[src/rtl/dmaev_pkg.sv]
package dmaev_pkg;
   // Action taken on the queue head in the current cycle
   typedef enum logic [1:0] {
      HEAD_IDLE  = 2'd0,
      HEAD_WAIT  = 2'd1,
      HEAD_ISSUE = 2'd2,
      HEAD_DROP  = 2'd3
   } head_act_e;
endpackage

[src/rtl/dmaev_evt_regs.sv]
module dmaev_evt_regs #(
   parameter int unsigned N = 32
) (
   input  logic         clk,
   input  logic         rst_n,
   input  logic [N-1:0] evt_i,
   input  logic [N-1:0] sw_set_i,
   input  logic [N-1:0] sw_clr_i,
   input  logic [N-1:0] svc_clr_i,
   input  logic [N-1:0] drop_i,
   input  logic [N-1:0] miss_clr_i,
   output logic [N-1:0] pend_o,
   output logic [N-1:0] miss_o
);
   logic [N-1:0] pend_q, miss_q;
   logic [N-1:0] hw_new, retrig;

   // A hardware event on an idle channel is fresh; on a pending one it is a miss
   assign hw_new = evt_i & ~pend_q;
   assign retrig = evt_i & pend_q;

   always_ff @(posedge clk or negedge rst_n) begin
      if (!rst_n) begin
         pend_q <= '0;
         miss_q <= '0;
      end else begin
         pend_q <= (pend_q & ~svc_clr_i & ~sw_clr_i) | sw_set_i | hw_new;
         miss_q <= (miss_q & ~miss_clr_i) | retrig | drop_i;
      end
   end

   assign pend_o = pend_q;
   assign miss_o = miss_q;

   // retrigger on a pending channel flags a miss and keeps it pending
   a_r6_retrig_miss: assert property (@(posedge clk) disable iff (!rst_n)
      ((evt_i & pend_q) != '0) |=>
         ((miss_q & $past(evt_i & pend_q)) == $past(evt_i & pend_q)));

   // a miss bit never drops without a clear request
   a_r8_sticky: assert property (@(posedge clk) disable iff (!rst_n)
      ((miss_q & ~miss_clr_i) != '0) |=>
         ((miss_q & $past(miss_q & ~miss_clr_i)) == $past(miss_q & ~miss_clr_i)));
endmodule

[src/rtl/dmaev_prio_pick.sv]
module dmaev_prio_pick #(
   parameter int unsigned N  = 32,
   parameter int unsigned IW = $clog2(N)
) (
   input  logic          clk,
   input  logic          rst_n,
   input  logic [N-1:0]  req_i,
   output logic          gnt_vld_o,
   output logic [IW-1:0] gnt_idx_o,
   output logic [N-1:0]  gnt_oh_o
);
   // Isolate lowest set bit
   assign gnt_oh_o  = req_i & (~req_i + N'(1));
   assign gnt_vld_o = |req_i;

   always_comb begin
      gnt_idx_o = '0;
      for (int i = N - 1; i >= 0; i--) begin
         if (req_i[i]) gnt_idx_o = IW'(i);
      end
   end

   a_r10_onehot: assert property (@(posedge clk) disable iff (!rst_n)
      $onehot0(gnt_oh_o) && (gnt_vld_o == (gnt_oh_o != '0)));

   // no lower-numbered request is passed over
   a_r10_lowest: assert property (@(posedge clk) disable iff (!rst_n)
      gnt_vld_o |-> ((req_i & ((N'(1) << gnt_idx_o) - N'(1))) == '0));
endmodule

[src/rtl/dmaev_chan_fifo.sv]
module dmaev_chan_fifo #(
   parameter int unsigned W     = 5,
   parameter int unsigned DEPTH = 16
) (
   input  logic         clk,
   input  logic         rst_n,
   input  logic         push_i,
   input  logic [W-1:0] wdata_i,
   input  logic         pop_i,
   output logic [W-1:0] rdata_o,
   output logic         empty_o,
   output logic         full_o
);
   localparam int unsigned PW = (DEPTH > 1) ? $clog2(DEPTH) : 1;
   localparam int unsigned CW = PW + 1;

   generate
      if (DEPTH < 2 || (DEPTH & (DEPTH - 1)) != 0) begin : g_bad_depth
         $error("dmaev_chan_fifo: DEPTH must be a power of two, at least 2");
      end
   endgenerate

   logic [W-1:0]  mem [DEPTH];
   logic [PW-1:0] wr_ptr, rd_ptr;
   logic [CW-1:0] count;

   assign empty_o = (count == '0);
   assign full_o  = (count == CW'(DEPTH));
   assign rdata_o = mem[rd_ptr];

   always_ff @(posedge clk) begin
      if (push_i) mem[wr_ptr] <= wdata_i;
   end

   always_ff @(posedge clk or negedge rst_n) begin
      if (!rst_n) begin
         wr_ptr <= '0;
         rd_ptr <= '0;
         count  <= '0;
      end else begin
         if (push_i) wr_ptr <= wr_ptr + PW'(1);
         if (pop_i)  rd_ptr <= rd_ptr + PW'(1);
         count <= count + CW'(push_i) - CW'(pop_i);
      end
   end

   a_r11_no_overflow: assert property (@(posedge clk) disable iff (!rst_n)
      full_o |-> !push_i);

   a_r11_no_underflow: assert property (@(posedge clk) disable iff (!rst_n)
      empty_o |-> !pop_i);

   a_r11_bounded: assert property (@(posedge clk) disable iff (!rst_n)
      count <= CW'(DEPTH));
endmodule

[src/rtl/dmaev_dispatch.sv]
module dmaev_dispatch
   import dmaev_pkg::*;
#(
   parameter int unsigned NUM_CH  = 32,
   parameter int unsigned Q_DEPTH = 16,
   parameter int unsigned CH_W    = $clog2(NUM_CH)
) (
   input  logic              clk,
   input  logic              rst_n,
   input  logic [NUM_CH-1:0] evt_pulse,
   input  logic [NUM_CH-1:0] sw_set,
   input  logic [NUM_CH-1:0] sw_clr,
   input  logic [NUM_CH-1:0] chan_en,
   input  logic [NUM_CH-1:0] param_valid,
   input  logic [NUM_CH-1:0] miss_clr,
   input  logic              tr_ready,
   output logic              tr_valid,
   output logic [CH_W-1:0]   tr_chan,
   output logic [NUM_CH-1:0] pend_o,
   output logic [NUM_CH-1:0] miss_o
);
   localparam logic [NUM_CH-1:0] ONE = NUM_CH'(1);

   generate
      if (NUM_CH < 2 || (1 << CH_W) < NUM_CH) begin : g_bad_ch
         $error("dmaev_dispatch: NUM_CH/CH_W mismatch");
      end
   endgenerate

   logic [NUM_CH-1:0] queued_q, cand, push_oh, svc_clr, drop_vec;
   logic              push, pop, q_empty, q_full, pick_vld;
   logic [CH_W-1:0]   pick_ch, head_ch;
   head_act_e         head_act;

   // Eligible: pending, enabled and not yet in the queue
   assign cand = pend_o & chan_en & ~queued_q;

   dmaev_prio_pick #(.N(NUM_CH), .IW(CH_W)) u_pick (
      .clk(clk), .rst_n(rst_n), .req_i(cand),
      .gnt_vld_o(pick_vld), .gnt_idx_o(pick_ch), .gnt_oh_o(push_oh)
   );

   assign push = pick_vld && !q_full;

   dmaev_chan_fifo #(.W(CH_W), .DEPTH(Q_DEPTH)) u_fifo (
      .clk(clk), .rst_n(rst_n), .push_i(push), .wdata_i(pick_ch),
      .pop_i(pop), .rdata_o(head_ch), .empty_o(q_empty), .full_o(q_full)
   );

   always_comb begin
      if (q_empty)                 head_act = HEAD_IDLE;
      else if (!param_valid[head_ch]) head_act = HEAD_DROP;
      else if (tr_ready)           head_act = HEAD_ISSUE;
      else                         head_act = HEAD_WAIT;
   end

   assign pop      = (head_act == HEAD_ISSUE) || (head_act == HEAD_DROP);
   assign svc_clr  = pop ? (ONE << head_ch) : '0;
   assign drop_vec = (head_act == HEAD_DROP) ? (ONE << head_ch) : '0;
   assign tr_valid = (head_act == HEAD_ISSUE) || (head_act == HEAD_WAIT);
   assign tr_chan  = head_ch;

   always_ff @(posedge clk or negedge rst_n) begin
      if (!rst_n) queued_q <= '0;
      else        queued_q <= (queued_q & ~svc_clr) | (push ? push_oh : '0);
   end

   dmaev_evt_regs #(.N(NUM_CH)) u_regs (
      .clk(clk), .rst_n(rst_n), .evt_i(evt_pulse), .sw_set_i(sw_set),
      .sw_clr_i(sw_clr), .svc_clr_i(svc_clr), .drop_i(drop_vec),
      .miss_clr_i(miss_clr), .pend_o(pend_o), .miss_o(miss_o)
   );

   // only enabled pending channels not already queued enter the queue
   a_r2_push_eligible: assert property (@(posedge clk) disable iff (!rst_n)
      push |-> (pend_o[pick_ch] && chan_en[pick_ch] && !queued_q[pick_ch]));

   // an accepted request clears the channel's pending bit
   a_r4_issue_clears: assert property (@(posedge clk) disable iff (!rst_n)
      (tr_valid && tr_ready && pend_o[tr_chan] && !sw_set[tr_chan])
         |=> !pend_o[$past(tr_chan)]);

   // a null head records a miss and emits no request
   a_r5_null_miss: assert property (@(posedge clk) disable iff (!rst_n)
      (!q_empty && !param_valid[head_ch]) |=> miss_o[$past(head_ch)]);

   a_r5_null_no_req: assert property (@(posedge clk) disable iff (!rst_n)
      tr_valid |-> param_valid[tr_chan]);
endmodule

[config.mk]
export PLATFORM = sky130hd
export DESIGN_NAME = dmaev_dispatch
export DESIGN_NICKNAME = d
export VERILOG_FILES = /design/src/rtl/dmaev_pkg.sv /design/src/rtl/dmaev_evt_regs.sv /design/src/rtl/dmaev_prio_pick.sv /design/src/rtl/dmaev_chan_fifo.sv /design/src/rtl/dmaev_dispatch.sv
export SDC_FILE = /design/constraint.sdc
export NUM_CORES = 1
export LEC_CHECK = 0
export BUFFER_PORTS_ARGS = -buffer_cell sky130_fd_sc_hd__buf_2
export CORE_UTILIZATION = 55
export DETAILED_ROUTE_END_ITERATION = 6
export HOLD_SLACK_MARGIN = 0.05
export PLACE_DENSITY_LB_ADDON = 0.08
export SETUP_SLACK_MARGIN = 0.5
export SYNTH_ARGS = -nofsm -noshare
export SYNTH_HDL_FRONTEND = slang
export SYNTH_SLANG_ARGS = --single-unit
export TNS_END_PERCENT = 30
[constraint.sdc]
create_clock -name clk -period 7.8 [get_ports clk]
set_input_delay 0.78 -clock clk [delete_from_list [all_inputs] [get_ports clk]]
set_output_delay 0.78 -clock clk [all_outputs]
set_load 0.02 [all_outputs]
Word level (Yosys, flattened, before mapping):

Memory sizes are Yosys's and may differ from the RTL's.
Cells that the tools add are included.

* output and inout bits: 70
* register bits: 109
* logic and storage cells: 86
* memories kept: 1
* memory bits (writable): 80

* bitwise operators: 20
* order comparisons: 1
* shifts and indexed selects: 1
* reductions and logical operators: 6
* equality and inequality tests: 4
* add/subtract/negate cells: 5
* muxes and demuxes: 42

Memory list
* u_fifo.mem: words 16, bits a word 5, rd ports 1, clocked after memory_dff 0, wr ports 1, line dmaev_chan_fifo.sv:23 `logic [W-1:0] mem [DEPTH];`

Operators by type and width (count)
* $and 32x32->32: 9
* $not 32->32: 6
* $mux 5: 32
* $or 32x32->32: 5
* $mux 32: 3
* $add 32x1->32 const B: 1
* $reduce_or 32->1: 1
* $shl 1x5->32 const A: 1
* $add 4x1->4 const B: 2
* $lt 5x6->1 const B: 1
* $mux 2: 3
* $add 5x1->5: 1
* $bmux 1 s5: 1
* $eq 5x5->1 const B: 1
* $logic_not 5->1: 1
* $sub 5x1->5: 1
* $eq 2x2->1 const B: 2
* $mux 1: 3
* $eq 2x1->1 const B: 1
* $logic_or 1x1->1: 2
* $logic_and 1x1->1: 1
* $logic_not 1->1: 1

Depth between registers and ports, before layout:

* word-level depth: 34
* mapped depth: 24
* gate-level depth less buffers: 21

By module:

Synthesis repeated with hierarchy kept, for this count alone.

* cells, all modules: 934
* area, all modules: 9555.4 um^2

Modules (own cells, without submodules)
* dmaev_chan_fifo: times used 1, cells an instance 211, area an instance 3841.2 um^2, seq. area each 2727.6 um^2
* dmaev_evt_regs: times used 1, cells an instance 256, area an instance 2642.5 um^2, seq. area each 1601.5 um^2
* dmaev_dispatch: times used 1, cells an instance 353, area an instance 2334.7 um^2, seq. area each 800.8 um^2
* dmaev_prio_pick: times used 1, cells an instance 114, area an instance 737.0 um^2, seq. area each 0.0 um^2

Worst setup path after synthesis:

Ideal clock, no wire load.

* kind: reg-to-reg
* start point: register u_fifo.rd_ptr[0]
* end point: register u_fifo.count[4]
* arrival time: 4410 ps
* stages on the path, launching flop included: 24
* clock period less this slack: 4535 ps
* path slack: 3265 ps
* buffers on the path: 3
* required time: 7675 ps
* setup time: 125 ps
* path through: dfrtp_1 > buf_6 > buf_8 > mux4_1 > mux4_2 > buf_2 > nor2_2 > nand3_1 > a41o_1 > and4_1 > a21o_1 > ha_1 > nor2_1 > inv_1 > ha_1 > inv_1 > ha_1 > inv_1 > fa_1 > inv_1 > a21oi_1 > nor2_1 > nor2_1 > xnor2_1

* cells in the longest elaborated chain, start to end: 8
* elaborated cells between the ends (all ways): 9
* those cells by class: 1 x add/sub; 2 x eq/ne; 4 x mux; 1 x reduce/logical; 1 x memory

RTL lines
* start, declared: line dmaev_chan_fifo.sv:24 `logic [PW-1:0] wr_ptr, rd_ptr;`
* start signal, assigned: line dmaev_chan_fifo.sv:42 `if (pop_i) rd_ptr <= rd_ptr + PW'(1);`
* $mem_v2 16x5 *
* named net tr_chan[2]: line dmaev_dispatch.sv:18 `output logic [CH_W-1:0] tr_chan,`
* $bmux 1 s5 *: line dmaev_dispatch.sv:52 `else if (!param_valid[head_ch]) head_act = HEAD_DROP;`
* $mux 1 (implied by the code) *: line dmaev_dispatch.sv:52
* $mux 2 *: line dmaev_dispatch.sv:52
* $mux 2 *: line dmaev_dispatch.sv:51 `if (q_empty) head_act = HEAD_IDLE;`
* $eq 2x2->1: line dmaev_dispatch.sv:57 `assign pop = (head_act == HEAD_ISSUE) || (head_act == HEAD_DROP);`
* $logic_or 1x1->1 *: line dmaev_dispatch.sv:57
* $sub 5x1->5 *: line dmaev_chan_fifo.sv:43 `count <= count + CW'(push_i) - CW'(pop_i);`
* end signal, assigned: line dmaev_chan_fifo.sv:43
* end, declared: line dmaev_chan_fifo.sv:25 `logic [CW-1:0] count;`

The timed path passes the listed nets; every way through them passes the cells marked *. The select of a mux whose other input is x is not followed.
A chain may end at the register's enable or synchronous reset.

Final worst setup path:

* start point: register u_fifo.rd_ptr[2]
* end point: register u_fifo.count[4]

* cells in the longest elaborated chain, start to end: 8
* elaborated cells between the ends (all ways): 9
* those cells by class: 1 x add/sub; 2 x eq/ne; 4 x mux; 1 x reduce/logical; 1 x memory

RTL lines (line)
* $mem_v2 16x5 *
* $bmux 1 s5 *: dmaev_dispatch.sv:52
* $mux 1 (implied by the code) *: dmaev_dispatch.sv:52
* $mux 2 *: dmaev_dispatch.sv:52
* $mux 2 *: dmaev_dispatch.sv:51
* $eq 2x2->1: dmaev_dispatch.sv:57
* $logic_or 1x1->1 *: dmaev_dispatch.sv:57
* $sub 5x1->5 *: dmaev_chan_fifo.sv:43

Every way passes the cells marked *; elsewhere a longest branch is shown, timed or not. The select of a mux whose other input is x is not followed.

==> results by group <==
Finish
  – Area of the multi-input gates: 4040 um^2
  – Final Non-Filler Cells: 1319
  – Finished Core Util: 69.7%
  – Fillcell total: 1251
  – Nets: 1294
  – Reg area: 5130 um^2
  – Area grow syn2layout: 23.1%
  – Layout cell share with drive strength beyond 1: 31.1%

Global route
  – First-pass GRT wire length: 41.6 mm
  – Initial antenna violation count: 1
  – Largest net degree at the start of global routing: 70
  – Total GRT Usage: 31.4%
  – Vias in the first global route: 7699
  – Grt total ovfl: 0

Clocking
  – Cts hold-fix bufs: 0
  – Worst-path clk slew: 70 ps
  – Worst-skew pair later-pin latency: 430 ps
  – CTS tree: done
  – Post-CTS Resized: 0
  – CTS buffer count: 17
  – Post-CTS setup repair buffer count: 0
  – Root Buffer: clkbuf_16
  – Clock Sinks: 189
  – H-tree levels: 4
  – Longest Clk Path Bufs: 2

Yosys
  – Ys Warns: 0
  – Share of the yosys chip area belonging to registers: 54.3%
  – Synthesis-stage register bit count: 189
  – Largest family of logic cells by synthesized area: simple AND/OR/NAND/NOR gates
  – Cell count after synthesis: 822
  – Top_reg_cell synth: dfrtp_1
  – Post-synthesis mux area share: 6.46%
  – EDFF count, synth: 80
  – Syn_nets: 1031
  – Post-Synth Adder-Cell Area: 1.93%
  – Synthesized area: 9450 um^2
  – Synth cell count leaders: dfrtp_1, edfxtp_1, nand2_1, nor2_1, nor2b_1
  – Post-synthesis xor/xnor area fraction: 0.927%
  – Simple-gate share of the synthesized area: 17.9%
  – Synth area leaders: dfrtp_1, edfxtp_1, mux4_2, nor2b_1, nand2_1
  – Synth area leader: dfrtp_1
  – Most common cell in the netlist: dfrtp_1
  – Synth unique cells: 63
  – Top-area cell type share of the netlist area: 28.9%
  – Synth async-reset ratio: 57.7%
  – Synth Area in Compound Gates: 15.4%
  – Post-Syn Area per Cell: 11.5 um^2

STA
  – Max Slew Vio Count: 0
  – RSZ-0062 raised after global routing: false
  – Final Cycle Share: 71.0%
  – Rel. slew slack: 16.3%
  – Final worst slack: 2260 ps
  – Final Hold Fails: 0
  – Final setup viols: 0
  – Setup TNS: 0 ps
  – Fmax: 181 MHz
  – Worst-margin pin slew: 1240 ps
  – Period minus WS final: 5540 ps
  – Clock Skews: 8.81 ps

Critical path
  – Reg2reg path depth: 21
  – FF-to-FF setup slack: 2260 ps
  – WP data required: 8120 ps
  – Worst setup SP type: flop
  – CP Max Fanout: 13
  – Worst EP arrival: 5860 ps
  – Crit Path Class: flop to flop
  – Crit. End Element: flop

Flow run
  – Max-cap violations: 0

Detailed routing
  – Initial DRC count: 750
  – Via count: 8036
  – Initial DRT Pass Iterations: 6
  – Avg WL per Cell: 20.6 um
  – Drt total wl: 27.1 mm
  – Antenna Nets Post-Route: 0
  – DRC errors left: 0
  – Via density: 6.09

Place
  – GP Congestion: 0.872
  – HPWL after DPL: 19.8 mm
  – Port buffer count: 264
  – Post-place setup slack: 2350 ps
  – Placed insts: 1286

Power and ir drop
  – Leak Pwr: 4.98 nW
  – Peak supply drop: 0.341 mV
  – Power Dens Cells: 460 nW/um^2
  – Total power: 5.35 mW

Outcome
  – Status: finished, final reports clean

Die
  – Die H: 133 um
  – DIE WIDTH: 133 um
  – Starting density of the core: 56.6%
  – FP Rows: 47
  – # IOs: 265
  – Core region area: 16700 um^2
  – Die area: 17700 um^2

Hold path
  – HP Class: input port to asynchronous set/reset pin
==> through the flow <==
step,hold WS [ps],area (um^2)
4_1_cts,337,11600
2_1_floorplan,433,9450
3_5_place_dp,459,11000
3_3_place_gp,455,11000
5_1_grt,357,11600
6_report,323,11600
==> critical path, cell delays in order, from the launching register on <==
cell and delay (ps):
dfrtp_1 770, mux4_2 590, or2_2 320, a21oi_1 600, o21ai_0 200, a32o_1 290, o31ai_1 170, and4_1 260
a21oi_1 110, ha_1 290, nor2_1 280, inv_1 160, ha_1 310, inv_1 60, ha_1 150, inv_1 60
fa_1 420, inv_1 70, a21oi_1 60, nor2_1 80, nor2_1 50, xnor2_1 110
==> final timing paths <==
| path | from | to |
|---|---|---|
| min in group clk | queued_q[18] | queued_q[18] |
| setup / recovery | u_fifo.rd_ptr[2] | u_fifo.count[4] |
| hold reg to reg | queued_q[18] | queued_q[18] |
| hold / removal | rst_n | u_regs.miss_o[5] |
| setup reg to reg | u_fifo.rd_ptr[2] | u_fifo.count[4] |
| max in group asynchronous | rst_n | u_fifo.wr_ptr[2] |
==> registers in the layout, indices dropped and copies added (netlist names) <==
signal         flops
u_fifo.rd_ptr      4
u_fifo.count       5
u_regs.pend_o     32
u_regs.miss_o     32
queued_q          32
u_fifo.mem        80
u_fifo.wr_ptr      4
==> placed cells by master, fill, tap and decap left out, types with 4 or more instances in the layout <==
cell type,synthesis,final
a211o_1,29,29
a211oi_1,8,8
a21o_1,4,4
a21oi_1,47,47
a221o_1,24,24
a22o_1,9,9
a22oi_1,8,8
a32o_1,11,11
and2_1,5,5
and3_1,6,6
and3b_1,6,6
buf_2,10,263
buf_4,1,9
bufinv_16,0,6
clkbuf_16,0,17
dfrtp_1,109,109
edfxtp_1,80,80
ha_1,13,13
inv_1,36,36
mux2_2,5,5
mux4_1,7,7
mux4_2,16,16
nand2_1,76,76
nand2b_1,11,11
nand3_1,21,21
nand3b_1,25,25
nand4_1,6,6
nor2_1,56,54
nor2_2,2,4
nor2_4,6,6
nor2b_1,56,56
nor3_1,16,16
nor4_1,5,4
o21ai_0,36,36
o31ai_1,7,7
xnor2_1,8,8
==> logic make-up after synthesis <==
logic type      after synthesis
xor+xnor                     10
flops                       189
compound gates              201
fa+ha+maj                    14
simple gates                315
buf+inv                      64
mux                          29
==> power breakdown <==
part	internal, mW	leakage, nW	switching, mW
registers	1.44	1.97	0.207
logic	0.948	2.70	1.78
clock network	0.602	0.321	0.379
==> layout make-up <==
class | count | area share (%)
Antenna cell | 1 | 0.0215
Clock buffer | 18 | 3.69
Clock inverter | 14 | 2.04
Inverter | 36 | 1.16
Multi-Input combinational cell | 569 | 34.7
Sequential cell | 189 | 44.1
Tap cell | 220 | 2.37
Timing Repair Buffer | 272 | 11.9
==> layer usage <==
layer	vias up	routed length, um	track usage [%]
met5	-	0	0
met4	0	325	8.88
met3	27	2520	7.74
met2	435	12700	49.4
met1	3957	11600	43.6
li1	3617	-	-
No activity file was read; power rests on OpenSTA's default activity.
